## src/rtl/gic_pkg.sv

```systemverilog
// Package gic_pkg
// Shared constants for the grouped interrupt controller: default sizes,
// register offsets, group membership and the edge-input selection.
// Assumes a 16-input, 4-output configuration as the default build.
package gic_pkg;

    localparam int IRQ_NUM  = 16;
    localparam int OUT_NUM  = 4;
    localparam int ADDR_W   = 4;
    localparam int SYNC_LEN = 2;

    // byte offsets of the two registers
    localparam logic [ADDR_W-1:0] MASK_OFS_DEF = 4'h4;
    localparam logic [ADDR_W-1:0] FLAG_OFS_DEF = 4'hC;

    // membership of each output, output 0 in the lowest slice
    localparam logic [OUT_NUM*IRQ_NUM-1:0] GROUP_DEF =
        {16'h6386, 16'h1C00, 16'h0050, 16'h0028};

    // inputs captured on a falling edge rather than on level
    localparam logic [IRQ_NUM-1:0] EDGE_DEF = 16'h8000;

    // mask value loaded at reset: everything blocked
    localparam logic [IRQ_NUM-1:0] MASK_RST_DEF = 16'hFFFF;

    // read-data source selection
    typedef enum logic [1:0] {
        RD_NONE = 2'd0,
        RD_MASK = 2'd1,
        RD_FLAG = 2'd2
    } rd_sel_e;

endpackage

```

## src/rtl/gic_sync.sv

```systemverilog
// Module gic_sync
// Multi-flop synchroniser for a vector of asynchronous lines.
// Assumes each bit is an independent slow signal; no bus coherency is
// implied across bits. Reset loads the idle level so that lines held
// active during reset are seen only after reset is released.
module gic_sync #(
    parameter int               WIDTH  = 16,
    parameter int               STAGES = 2,
    parameter logic [WIDTH-1:0] IDLE   = '1
) (
    input  logic             clk,
    input  logic             rst_n,
    input  logic [WIDTH-1:0] din,
    output logic [WIDTH-1:0] dout
);

    logic [STAGES-1:0][WIDTH-1:0] stage_q;

    // shift the sampled lines through the synchroniser chain
    always_ff @(posedge clk) begin
        if (!rst_n) begin
            for (int s = 0; s < STAGES; s++) begin
                stage_q[s] <= IDLE;
            end
        end else begin
            stage_q[0] <= din;
            for (int s = 1; s < STAGES; s++) begin
                stage_q[s] <= stage_q[s-1];
            end
        end
    end

    assign dout = stage_q[STAGES-1];

endmodule

```

## src/rtl/gic_flags.sv

```systemverilog
// Module gic_flags
// Pending-flag register with per-input capture. Level inputs set their
// flag on every cycle the synchronised line is low; edge inputs set it
// on a high-to-low transition. A host write clears flags whose data bit
// is 0. A set condition in the same cycle overrides the clear.
// Assumes line_s is already synchronised to clk.
module gic_flags #(
    parameter int             NUM      = 16,
    parameter logic [NUM-1:0] EDGE_SEL = 16'h8000
) (
    input  logic           clk,
    input  logic           rst_n,
    input  logic [NUM-1:0] line_s,
    input  logic           clr_we,
    input  logic [NUM-1:0] clr_data,
    output logic [NUM-1:0] flag_o
);

    logic [NUM-1:0] flag_q;
    logic [NUM-1:0] set_w;
    logic [NUM-1:0] keep_w;

    genvar i;
    generate
        for (i = 0; i < NUM; i++) begin : g_cap
            if (EDGE_SEL[i]) begin : g_edge
                logic prev_q;

                // remember the last synchronised sample of the edge line
                always_ff @(posedge clk) begin
                    if (!rst_n) prev_q <= 1'b1;
                    else        prev_q <= line_s[i];
                end

                assign set_w[i] = prev_q & ~line_s[i];

                // an edge flag rises only after a falling transition
                p_edge_only_r4: assert property (@(posedge clk) disable iff (!rst_n)
                    $rose(flag_q[i]) |-> ($past(prev_q) && !$past(line_s[i])));
            end else begin : g_level
                assign set_w[i] = ~line_s[i];
            end
        end
    endgenerate

    // flags the host write leaves alone
    assign keep_w = clr_we ? (flag_q & clr_data) : flag_q;

    // capture new requests and apply host clears, set taking priority
    always_ff @(posedge clk) begin
        if (!rst_n) flag_q <= '0;
        else        flag_q <= keep_w | set_w;
    end

    assign flag_o = flag_q;

    // a bit with a set condition is pending on the next edge
    p_set_wins_r6: assert property (@(posedge clk) disable iff (!rst_n)
        (set_w != '0) |=> ((flag_q & $past(set_w)) == $past(set_w)));

    // a clear with no competing set leaves exactly the kept bits
    p_clear_r5: assert property (@(posedge clk) disable iff (!rst_n)
        (clr_we && (set_w == '0)) |=> (flag_q == ($past(flag_q) & $past(clr_data))));

endmodule

```

## src/rtl/gic_regs.sv

```systemverilog
// Module gic_regs
// Host register file: decodes the byte address, holds the mask register,
// produces the clear strobe for the flag register and registers read
// data. Unmapped addresses read as zero and ignore writes.
// Assumes one access per cycle and no wait states.
module gic_regs #(
    parameter int                NUM      = 16,
    parameter int                ADDR_W   = 4,
    parameter logic [ADDR_W-1:0] MASK_OFS = 4'h4,
    parameter logic [ADDR_W-1:0] FLAG_OFS = 4'hC,
    parameter logic [NUM-1:0]    MASK_RST = '1
) (
    input  logic              clk,
    input  logic              rst_n,
    input  logic [ADDR_W-1:0] addr,
    input  logic              we,
    input  logic [NUM-1:0]    wdata,
    input  logic [NUM-1:0]    flag_i,
    output logic [NUM-1:0]    mask_o,
    output logic              flag_we_o,
    output logic [NUM-1:0]    rdata_o
);

    import gic_pkg::*;

    rd_sel_e        sel_w;
    logic [NUM-1:0] mask_q;
    logic [NUM-1:0] rdata_q;
    logic           mask_we_w;

    // pick the register addressed this cycle
    always_comb begin
        if (addr == MASK_OFS)      sel_w = RD_MASK;
        else if (addr == FLAG_OFS) sel_w = RD_FLAG;
        else                       sel_w = RD_NONE;
    end

    assign mask_we_w = we && (sel_w == RD_MASK);
    assign flag_we_o = we && (sel_w == RD_FLAG);

    // hold the mask value written by the host
    always_ff @(posedge clk) begin
        if (!rst_n)         mask_q <= MASK_RST;
        else if (mask_we_w) mask_q <= wdata;
    end

    // register the selected value for the read port
    always_ff @(posedge clk) begin
        if (!rst_n) begin
            rdata_q <= '0;
        end else begin
            unique case (sel_w)
                RD_MASK: rdata_q <= mask_q;
                RD_FLAG: rdata_q <= flag_i;
                default: rdata_q <= '0;
            endcase
        end
    end

    assign mask_o  = mask_q;
    assign rdata_o = rdata_q;

    // a mask write lands on the next edge
    p_mask_wr_r7: assert property (@(posedge clk) disable iff (!rst_n)
        mask_we_w |=> (mask_q == $past(wdata)));

    // unmapped addresses read zero
    p_unmapped_r10: assert property (@(posedge clk) disable iff (!rst_n)
        ((addr != MASK_OFS) && (addr != FLAG_OFS)) |=> (rdata_o == '0));

    // writes to unmapped addresses do not touch the mask
    p_unmapped_wr_r10: assert property (@(posedge clk) disable iff (!rst_n)
        (we && (addr != MASK_OFS)) |=> (mask_q == $past(mask_q)));

endmodule

```

## src/rtl/gic_group.sv

```systemverilog
// Module gic_group
// Folds pending, unmasked flags into the grouped request outputs. Each
// output has a fixed membership vector; the result is registered.
// Assumes flag and mask come from registers in the same clock domain.
module gic_group #(
    parameter int                     NUM     = 16,
    parameter int                     OUTS    = 4,
    parameter logic [OUTS*NUM-1:0]    GRP_MAP = 64'h6386_1C00_0050_0028
) (
    input  logic            clk,
    input  logic            rst_n,
    input  logic [NUM-1:0]  flag_i,
    input  logic [NUM-1:0]  mask_i,
    output logic [OUTS-1:0] irq_o
);

    localparam logic [NUM-1:0] ANY_GRP = any_member(GRP_MAP);

    function automatic logic [NUM-1:0] any_member(input logic [OUTS*NUM-1:0] map);
        logic [NUM-1:0] acc;
        acc = '0;
        for (int k = 0; k < OUTS; k++) acc |= map[k*NUM +: NUM];
        return acc;
    endfunction

    logic [OUTS-1:0] hit_w;
    logic [OUTS-1:0] irq_q;

    genvar k;
    generate
        for (k = 0; k < OUTS; k++) begin : g_out
            localparam logic [NUM-1:0] MEMBERS = GRP_MAP[k*NUM +: NUM];

            assign hit_w[k] = |(flag_i & ~mask_i & MEMBERS);

            // an output rises only when one of its members was live
            p_irq_cause_r8: assert property (@(posedge clk) disable iff (!rst_n)
                $rose(irq_q[k]) |-> $past(|(flag_i & MEMBERS & ~mask_i)));

            // a fully masked group keeps its output low
            p_masked_r7: assert property (@(posedge clk) disable iff (!rst_n)
                ((mask_i & MEMBERS) == MEMBERS) |=> !irq_q[k]);
        end
    endgenerate

    // register the grouped requests
    always_ff @(posedge clk) begin
        if (!rst_n) irq_q <= '0;
        else        irq_q <= hit_w;
    end

    assign irq_o = irq_q;

    // flags outside every group never drive an output
    p_no_group_r9: assert property (@(posedge clk) disable iff (!rst_n)
        ((flag_i & ~mask_i & ANY_GRP) == '0) |=> (irq_q == '0));

endmodule

```

## src/rtl/grp_irq_ctrl.sv

```systemverilog
// Module grp_irq_ctrl
// Top of the grouped interrupt controller: synchronises the active-low
// request lines, captures them into pending flags, applies the mask and
// drives the grouped outputs. Register access through a simple
// synchronous bus with registered read data.
// Assumes a single clock and a synchronous active-low reset.
module grp_irq_ctrl #(
    parameter int                              NUM_IRQ   = gic_pkg::IRQ_NUM,
    parameter int                              NUM_OUT   = gic_pkg::OUT_NUM,
    parameter int                              ADDR_W    = gic_pkg::ADDR_W,
    parameter int                              SYNC_LEN  = gic_pkg::SYNC_LEN,
    parameter logic [ADDR_W-1:0]               MASK_OFS  = gic_pkg::MASK_OFS_DEF,
    parameter logic [ADDR_W-1:0]               FLAG_OFS  = gic_pkg::FLAG_OFS_DEF,
    parameter logic [NUM_OUT*NUM_IRQ-1:0]      GROUP_MAP = gic_pkg::GROUP_DEF,
    parameter logic [NUM_IRQ-1:0]              EDGE_SEL  = gic_pkg::EDGE_DEF,
    parameter logic [NUM_IRQ-1:0]              MASK_RST  = gic_pkg::MASK_RST_DEF
) (
    input  logic               clk,
    input  logic               rst_n,
    input  logic [NUM_IRQ-1:0] irq_line_n,
    input  logic [ADDR_W-1:0]  bus_addr,
    input  logic               bus_we,
    input  logic [NUM_IRQ-1:0] bus_wdata,
    output logic [NUM_IRQ-1:0] bus_rdata,
    output logic [NUM_OUT-1:0] irq_out
);

    logic [NUM_IRQ-1:0] line_s;
    logic [NUM_IRQ-1:0] flag_w;
    logic [NUM_IRQ-1:0] mask_w;
    logic               flag_we_w;

    gic_sync #(
        .WIDTH  (NUM_IRQ),
        .STAGES (SYNC_LEN),
        .IDLE   ({NUM_IRQ{1'b1}})
    ) u_sync (
        .clk   (clk),
        .rst_n (rst_n),
        .din   (irq_line_n),
        .dout  (line_s)
    );

    gic_flags #(
        .NUM      (NUM_IRQ),
        .EDGE_SEL (EDGE_SEL)
    ) u_flags (
        .clk      (clk),
        .rst_n    (rst_n),
        .line_s   (line_s),
        .clr_we   (flag_we_w),
        .clr_data (bus_wdata),
        .flag_o   (flag_w)
    );

    gic_regs #(
        .NUM      (NUM_IRQ),
        .ADDR_W   (ADDR_W),
        .MASK_OFS (MASK_OFS),
        .FLAG_OFS (FLAG_OFS),
        .MASK_RST (MASK_RST)
    ) u_regs (
        .clk       (clk),
        .rst_n     (rst_n),
        .addr      (bus_addr),
        .we        (bus_we),
        .wdata     (bus_wdata),
        .flag_i    (flag_w),
        .mask_o    (mask_w),
        .flag_we_o (flag_we_w),
        .rdata_o   (bus_rdata)
    );

    gic_group #(
        .NUM     (NUM_IRQ),
        .OUTS    (NUM_OUT),
        .GRP_MAP (GROUP_MAP)
    ) u_group (
        .clk    (clk),
        .rst_n  (rst_n),
        .flag_i (flag_w),
        .mask_i (mask_w),
        .irq_o  (irq_out)
    );

    // a level line seen low is pending on the following edge
    p_level_set_r3: assert property (@(posedge clk) disable iff (!rst_n)
        (!line_s[1]) |=> flag_w[1]);

endmodule

```

## config.mk

```make
export PLATFORM = sky130hd
export DESIGN_NAME = grp_irq_ctrl
export DESIGN_NICKNAME = d
export VERILOG_FILES = /design/src/rtl/gic_pkg.sv /design/src/rtl/gic_sync.sv /design/src/rtl/gic_flags.sv /design/src/rtl/gic_regs.sv /design/src/rtl/gic_group.sv /design/src/rtl/grp_irq_ctrl.sv
export SDC_FILE = /design/constraint.sdc
export NUM_CORES = 1
export LEC_CHECK = 0
export ABC_AREA = 1
export BUFFER_PORTS_ARGS = -buffer_cell sky130_fd_sc_hd__buf_2
export CORE_MARGIN = 2
export CORE_UTILIZATION = 49
export CTS_CLUSTER_SIZE = 8
export DETAILED_ROUTE_END_ITERATION = 16
export GPL_ROUTABILITY_DRIVEN = 0
export GPL_TIMING_DRIVEN = 0
export HOLD_SLACK_MARGIN = 0.12
export PLACE_DENSITY = 0.85
export REMOVE_ABC_BUFFERS = 1
export SLEW_MARGIN = 15
export SYNTH_ARGS = -nofsm -noshare
export SYNTH_HDL_FRONTEND = slang
export SYNTH_HIERARCHICAL = 1
export SYNTH_SLANG_ARGS = --single-unit
```

## constraint.sdc

```tcl
create_clock -name clk -period 1 [get_ports clk]
set_input_delay 0.05 -clock clk [delete_from_list [all_inputs] [get_ports clk]]
set_output_delay 0.05 -clock clk [all_outputs]
set_load 0.01 [all_outputs]
```

# [Yosys cells after proc, flatten, opt, wreduce, memory -nomap -nowiden]
# Index checks and enable logic that the tools add are counted.
[word_totals] ff_bits=85 output_inout_bits=20 inputBits=39
[classes] n_mux=4 bitwise=21 reduce_logical=6 eq_ne=4
[op_table] cell="$pmux W16 S2" n=1
[op_table] cell="$and A16 B16 Y16" n=1
[op_table] cell="$mux W16" n=1
[op_table] cell="$not A1 Y1" n=16
[op_table] cell="$or A16 B16 Y16" n=1
[op_table] cell="$and A15 B15 Y15" n=1
[op_table] cell="$not A15 Y15" n=1
[op_table] cell="$reduce_or A7 Y1" n=1
[op_table] cell="$eq A4 B3 Y1 const B" n=1
[op_table] cell="$eq A4 B4 Y1 const B" n=1
[op_table] cell="$mux W2" n=2
[op_table] cell="$reduce_or A2 Y1" n=2
[op_table] cell="$reduce_or A3 Y1" n=1
[op_table] cell="$eq A2 B1 Y1 const B" n=1
[op_table] cell="$eq A2 B2 Y1 const B" n=1
[op_table] cell="$logic_and A1 B1 Y1" n=2
[op_table] cell="$and A1 B1 Y1" n=1

# [Logic depth before layout (Yosys ltp)]
# Gate-level depths: netlist of run 1.
[logic_depth] word_depth=7 depth_mapped=9 mapped_depth_nobuf=6

# [Hierarchy]
# Netlist of run 1, hierarchy kept.
[by_module_without_submodules] mod="gic_regs" cells_each=151 area_each_um2=1272.5 n_inst=1
[by_module_without_submodules] mod="gic_sync" cells_each=115 area_each_um2=1034.7 n_inst=1
[by_module_without_submodules] mod="gic_flags" cells_each=88 area_each_um2=742.0 n_inst=1
[by_module_without_submodules] mod="gic_group" cells_each=43 area_each_um2=237.7 n_inst=1

# [Worst setup path before layout of run 1]
# Ideal clock, no wire load.
[synth_timing] kind="input -> register" startpoint="input bus_addr[2]" endpoint="register u_flags.flag_q[1], in the netlist u_flags/flag_o[1]" path_stages=9 t_arrival_ps=1025 path_slack_ps=-91 path_buffers=3 t_required_ps=934 cell_sequence="nand2_1 clkinv_1 buf_6 and3_1 buf_6 buf_12 nand2_2 nand2_2 a21oi_2"
[synth_via] elab_chain_cells=7 elab_cells_between_ends=8
[synth_rtl] item="start: declaration" line="grp_irq_ctrl.sv:21" source="input logic [ADDR_W-1:0] bus_addr,"
[synth_rtl] item="$eq A4 B4 Y1" line="gic_regs.sv:34" source="else if (addr == FLAG_OFS) sel_w = RD_FLAG;"
[synth_rtl] item="$mux W2" line="gic_regs.sv:34"
[synth_rtl] item="$mux W2 *" line="gic_regs.sv:33" source="if (addr == MASK_OFS) sel_w = RD_MASK;"
[synth_rtl] item="$eq A2 B2 Y1 *" line="gic_regs.sv:39" source="assign flag_we_o = we && (sel_w == RD_FLAG);"
[synth_rtl] item="$logic_and A1 B1 Y1 *" line="gic_regs.sv:39"
[synth_rtl] item="net flag_we_w" line="grp_irq_ctrl.sv:31" source="logic flag_we_w;"
[synth_rtl] item="$mux W16 *" line="gic_flags.sv:47" source="assign keep_w = clr_we ? (flag_q & clr_data) : flag_q;"
[synth_rtl] item="$or A16 B16 Y16 *" line="gic_flags.sv:52" source="else flag_q <= keep_w | set_w;"
[synth_rtl] item="end signal: assignment" line="gic_flags.sv:52"
[synth_rtl] item="end: declaration" line="gic_flags.sv:19" source="logic [NUM-1:0] flag_q;"
# The timed path passes the listed nets; every way through them passes the cells marked *.
# A chain may end at the register's enable or synchronous reset.

# [Final worst setup path of run 1]
[layout_timing] startpoint="input bus_addr[3]" endpoint="register u_flags.flag_q[4], in the netlist u_flags/flag_o[4]"
# The elaborated chain is that of the path after synthesis.

==> impl_metrics.tcl, run 1 <==
set metrics [dict create \
    row_count 29 \
    internal-power_mw 5.45 \
    grt_overflow 0 \
    route.detailed.drc 6 \
    final_common_cell "dfxtp_1" \
    rr_worst_depth 5 \
    final_cell_mix "dfxtp_1 (85), nand2_1 (74), inv_1 (68)" \
    num_vias 2768 \
    synth.distinct_cells 22 \
    rr_endpoint "u_group/irq_o[3]" \
    worstSetupStartpointType "primary input" \
    cts_tree "built" \
    fin_ws_ps 67.2 \
    numCtsBuffers 9 \
    slew_violations 0 \
    postRouteAntennaNets 0 \
    synth_cells 397 \
    combPwrFrac 0.086 \
    stdcell_area_sq_um 4090 \
    power_density_nw_per_um2 1710 \
    drt-met1-wl_um 3180 \
    dpl.hpwl_um 3930 \
    core_sq_um 6420 \
    drt-total-wl_um 7560 \
    status "finished, violations left" \
    yosys_warnings 6 \
    fin_tns_setup_ps 0 \
    area_growth_pct 24.4 \
    slew_headroom 0.476 \
    fillers 539 \
    drtPass1Iterations 11 \
    grt_pass1_wl_um 12100 \
    grt_pass1_vias 2642 \
    pwr-share-seq 0.509 \
    rsz0062_at_grt "no" \
    power.total_mw 7.01 \
    worstPathArrival_ps 1210 \
    end_kind "register" \
    yosys_register_bits 85 \
    place_ws_ps -1270 \
    whs_ps 148 \
    die_area_sq_um 7380 \
    placed_area_sq_um 3380 \
    fmax_mhz 1070 \
    die_h_um 85.9 \
    rrSetupSlack_ps 110 \
    cap_violations 0 \
    final_nets 515 \
    clock_latency_ps 350 \
    path_clk_slew_ps 80 \
    ir_worst_vdd_mv 0.817 \
    num_io_pins 59 \
    setup_viol 0 \
    syn-cell-area_sq_um 3290 \
    utilization 0.637 \
    cts_root_buffer "clkbuf_8" \
    endpoint "u_flags/flag_o[4]" \
    cts_sinks 85 \
    port_buffers 58 \
    topRoutingLayerUsed "met4" \
    min_period_ps 933 \
    cts_buffer_depth 2 \
    drtIter0Drc 180 \
    n_antenna_cell 0 \
    fin_skew_ps 7.33 \
    worstSetupPathType "in -> reg" \
    netlist.area_leader.share 0.518 \
    grt_start_max_net_pins 56 \
    p_leak_nw 2.03 \
    layout.cells.non_filler 558 \
    grt_use_total 0.212 \
    yosysTopAreaCell "dfxtp_1" \
    hold_class "in -> reg" \
    die_x_um 85.9 \
    yosysSeqAreaShare 0.518 \
    initial_utilization 0.512 \
    r2r_start "u_regs/mask_o[8]" \
    switching_power_mw 1.55 \
    place_inst 495 \
    cp_max_fo 17 \
    detail_route.wl_per_cell_um 13.5 \
    wl_met3_um 534 \
    clock_power_share 0.404 \
    wl_met2_um 3680 \
    vias_per_cell 4.96 \
    swShare 0.222 \
    drive_above_1_share 0.260 \
    required_ps 1280 \
    antenna_found_initial 0 \
    violations "design-rule violations" \
    critPathLaunch "bus_addr[3]" \
    syn_area_per_cell_sq_um 8.28 \
    finalHoldViolCount 0 \
    ys_top_cells_by_area "dfxtp_1 (52%), nand2_1 (8.5%), inv_1 (7.9%)" \
    cts_max_level 3 \
    min_period_over_period 0.933 \
    tightestPinTransition_ps 785 \
]
[worst min path at each step]
| stage | to | startpoint | cells past startpoint |
|---|---|---|---|
| 2_1_floorplan | u_sync/stage_q[0] | rst_n | 1 |
| 3_3_place_gp | u_sync/stage_q[15] | irq_line_n[15] | 3 |
| 6_report | u_sync/stage_q[6] | rst_n | 2 |
| 5_1_grt | u_sync/stage_q[3] | rst_n | 2 |
| 4_1_cts | u_regs/rdata_o[12] | bus_addr[3] | 4 |
| 3_5_place_dp | u_sync/stage_q[7] | irq_line_n[7] | 3 |
[cell families (layout without fill, tap and decap cells)]
family,Yosys count,count (layout),share of synthesized area
buffers and inverters,108,189,0.171
AND/OR/NAND/NOR,168,171,0.245
flip-flops,85,85,0.518
AO/OA/AOI/OAI,36,36,0.0670
[area by class of cell]
cell class | instances | area (sq um) | area share
flip-flops and latches | 85 | 1700 | 0.416
clock buffers | 13 | 179 | 0.0437
repair buffers | 102 | 716 | 0.175
inverters | 71 | 272 | 0.0664
multi-input cells | 207 | 1060 | 0.259
clock inverters | 3 | 65.1 | 0.0159
well taps | 77 | 96.3 | 0.0236
[cells in the mapped netlist]
library cell,count
a21oi_1,22
a21oi_2,10
and3_1,1
buf_12,1
buf_2,9
buf_4,18
buf_6,8
clkbuf_1,1
clkinv_1,1
dfxtp_1,85
inv_1,69
inv_2,1
nand2_1,74
nand2_2,18
nand3_1,50
nand3_2,1
nand4_1,16
nor2_1,5
nor2_2,1
nor2_4,2
o21ai_1,2
o22ai_1,2
[sequential cells by signal (all words and copies together), names as in the netlist]
name,count
u_regs/rdata_o,16
u_sync/stage_q,16
u_flags/g_cap.g_edge.prev_q,1
u_sync/dout,16
u_regs/mask_o,16
u_flags/flag_o,16
u_group/irq_o,4
[power groups by stage]
stage	combinational, mW	clock (mW)	sequential [mW]
after global routing	0.661	3.03	3.58
after CTS	0.567	2.89	3.57
after global placement	0.412	0	3.64
final	0.605	2.83	3.57
after floorplan	0.220	0	3.64
after detailed placement	0.431	0	3.65
[worst max-delay path, cell delays in order]
cell and delay (ps):
buf_2 140, nand2_1 80, clkinv_2 250, and3_4 290
buf_4 160, nand2_2 70, nand2_2 50, a21oi_2 120
[repair_timing]
action,in CTS,in global routing
gates resized for setup,7,0
endpoints found under the hold margin,48,0
buffers inserted,5,7
pin swaps,3,2
cloned,3,0
hold buffers,32,0
endpoints found under the setup margin,48,20
[per-layer routing]
layer  GRT usage  vias to the layer above
met2       0.347                      123
met4       0.111                        0
met3      0.0452                       15
met1       0.261                     1253
li1            -                     1377
met5           0                        -
No activity file was read; power rests on OpenSTA's default activity.
==> run 2: changes to the inputs <==
CELL_PAD_IN_SITES_DETAIL_PLACEMENT = 0   (was default)
CELL_PAD_IN_SITES_GLOBAL_PLACEMENT = 1   (was default)
CORE_UTILIZATION = 37   (was 49)
PLACE_DENSITY = 0.86   (was 0.85)
==> impl_metrics.tcl, run 2 (synthesis results as in run 1) <==
set metrics [dict create \
    status "completed" \
    hold_depth 4 \
    postRouteAntennaNets 0 \
    worstSetupPathType "in -> reg" \
    cts_root_buffer "clkbuf_8" \
    port_buffers 58 \
    antenna_found_initial 0 \
    die_x_um 98.3 \
    p_leak_nw 2.03 \
    fin_tns_setup_ps 0 \
    route.detailed.drc 0 \
    grt_pass1_wl_um 12200 \
    grt_use_total 0.159 \
    min_to "u_regs/rdata_o[12]" \
    clock_latency_ps 350 \
    slowest_stage "and3_4" \
    stdcell_area_sq_um 4120 \
    min_period_ps 953 \
    required_ps 1280 \
    drt-total-wl_um 7450 \
    rrSetupSlack_ps 200 \
    worstPathArrival_ps 1230 \
    fin_ws_ps 46.8 \
    cts_tree "built" \
    ir_worst_vdd_mv 0.657 \
    detail_route.wl_per_cell_um 12.6 \
    die_area_sq_um 9650 \
    dpl.hpwl_um 3840 \
    fillers 888 \
    hold_class "in -> reg" \
    drtIter0Drc 230 \
    cp_max_fo 17 \
    drtPass1Iterations 4 \
    drive_above_1_share 0.259 \
    cts_max_level 3 \
    path_clk_slew_ps 80 \
    cap_violations 0 \
    place_ws_ps -1360 \
    area_growth_pct 25.4 \
    vias_per_cell 4.51 \
    n_antenna_cell 0 \
    final_cell_mix "dfxtp_1 (85), nand2_1 (74), inv_1 (68)" \
    fin_skew_ps 7.47 \
    worstSetupStartpointType "primary input" \
    worstHoldStart "bus_addr[3]" \
    core_sq_um 8680 \
    cts_sinks 85 \
    num_vias 2662 \
    grt_start_max_net_pins 56 \
    die_h_um 98.3 \
    tightestPinTransition_ps 631 \
    cp_common_cell "nand2_2" \
    initial_utilization 0.379 \
    num_io_pins 59 \
    whs_ps 129 \
    slew_headroom 0.578 \
    numCtsBuffers 9 \
    final_common_cell "dfxtp_1" \
    rr_worst_depth 5 \
    grt_overflow 0 \
    grt_pass1_vias 2500 \
    slew_violations 0 \
    placed_area_sq_um 3420 \
    row_count 34 \
    rr_endpoint "u_group/irq_o[3]" \
    setup_viol 0 \
    multi_input_area_sq_um 1070 \
    r2r_start "u_regs/mask_o[2]" \
    fmax_mhz 1050 \
    max_stage_delay_ps 300 \
    end_kind "register" \
    register_area_sq_um 1700 \
    final_nets 516 \
    cts_buffer_depth 2 \
    min_period_over_period 0.953 \
    power_density_nw_per_um2 1670 \
    crit_chain "buf_2 > nand2_1 > clkinv_2 > and3_4 > buf_4 > nand2_2 > nand2_2 > a21oi_2" \
    finalHoldViolCount 0 \
]
run 2: cell count changes in the layout (fill, tap and decap cells not counted):
| cell | before | now |
|---|---|---|
| buf_4 | 12 | 13 |
| clkbuf_1 | 0 | 1 |
| clkbuf_8 | 13 | 11 |
| clkinv_2 | 2 | 3 |
| nor2_2 | 3 | 2 |
| nor2_4 | 3 | 4 |
run 2: timing repair:
item                                   4_1_cts  5_1_grt
pin swaps                                    3        3
setup endpoints to repair                   48       33
hold buffers                                32        0
gates resized for setup                      7        1
cloned                                       3        0
buffers inserted                             2       11
endpoints found under the hold margin       48        0
run 2: stage by stage:
stage	total power, mW	instances	utilization
final	6.88	590	0.475
after global routing	7.19	590	0.475
after CTS	6.94	579	0.464
after detailed placement	4.08	526	0.394
after global placement	4.07	526	0.394
after floorplan	3.86	360	-
run 2: area by class of cell:
cell class	count	share of cell area
well taps	108	0.0328
repair buffers	103	0.175
clock buffers	12	0.0376
multi-input cells	207	0.259
flip-flops and latches	85	0.413
clock inverters	4	0.0170
inverters	71	0.0659
run 2: worst max-delay path, delay by kind of cell:
| kind | cells | cell delay, ps |
|---|---|---|
| AOI/OAI and AO/OA | 1 | 100 |
| and+or+nand+nor | 4 | 510 |
| buffers and inverters | 3 | 570 |
run 2: worst max path at each step:
| stage | start | endpoint | slack, ps | depth (start not counted) |
|---|---|---|---|---|
| finish | bus_addr[3] | u_flags/flag_o[9] | 50 | 8 |
| global route | bus_addr[3] | u_flags/flag_o[0] | -1 | 8 |
| CTS | bus_addr[0] | u_flags/flag_o[10] | -10 | 6 |
| detailed placement | bus_addr[1] | u_flags/flag_o[10] | -1360 | 6 |
| global placement | bus_addr[1] | u_flags/flag_o[14] | -1290 | 6 |
| floorplan | bus_addr[1] | u_flags/flag_o[0] | -620 | 5 |
run 2: metal layers:
metal,part of all wire,wire (um),GRT usage,vias up
met3,0.052,385,0.0422,4
met2,0.46,3440,0.255,68
met4,0.0054,40,0.0558,0
li1,-,-,-,1378
met5,0,0,0,-
met1,0.48,3590,0.208,1212
run 2: power by group:
group / leakage, nW / internal (mW) / switching [mW]
logic: 1.21 / 0.270 / 0.334
registers: 0.697 / 3.51 / 0.0584
clock network: 0.116 / 1.54 / 1.17
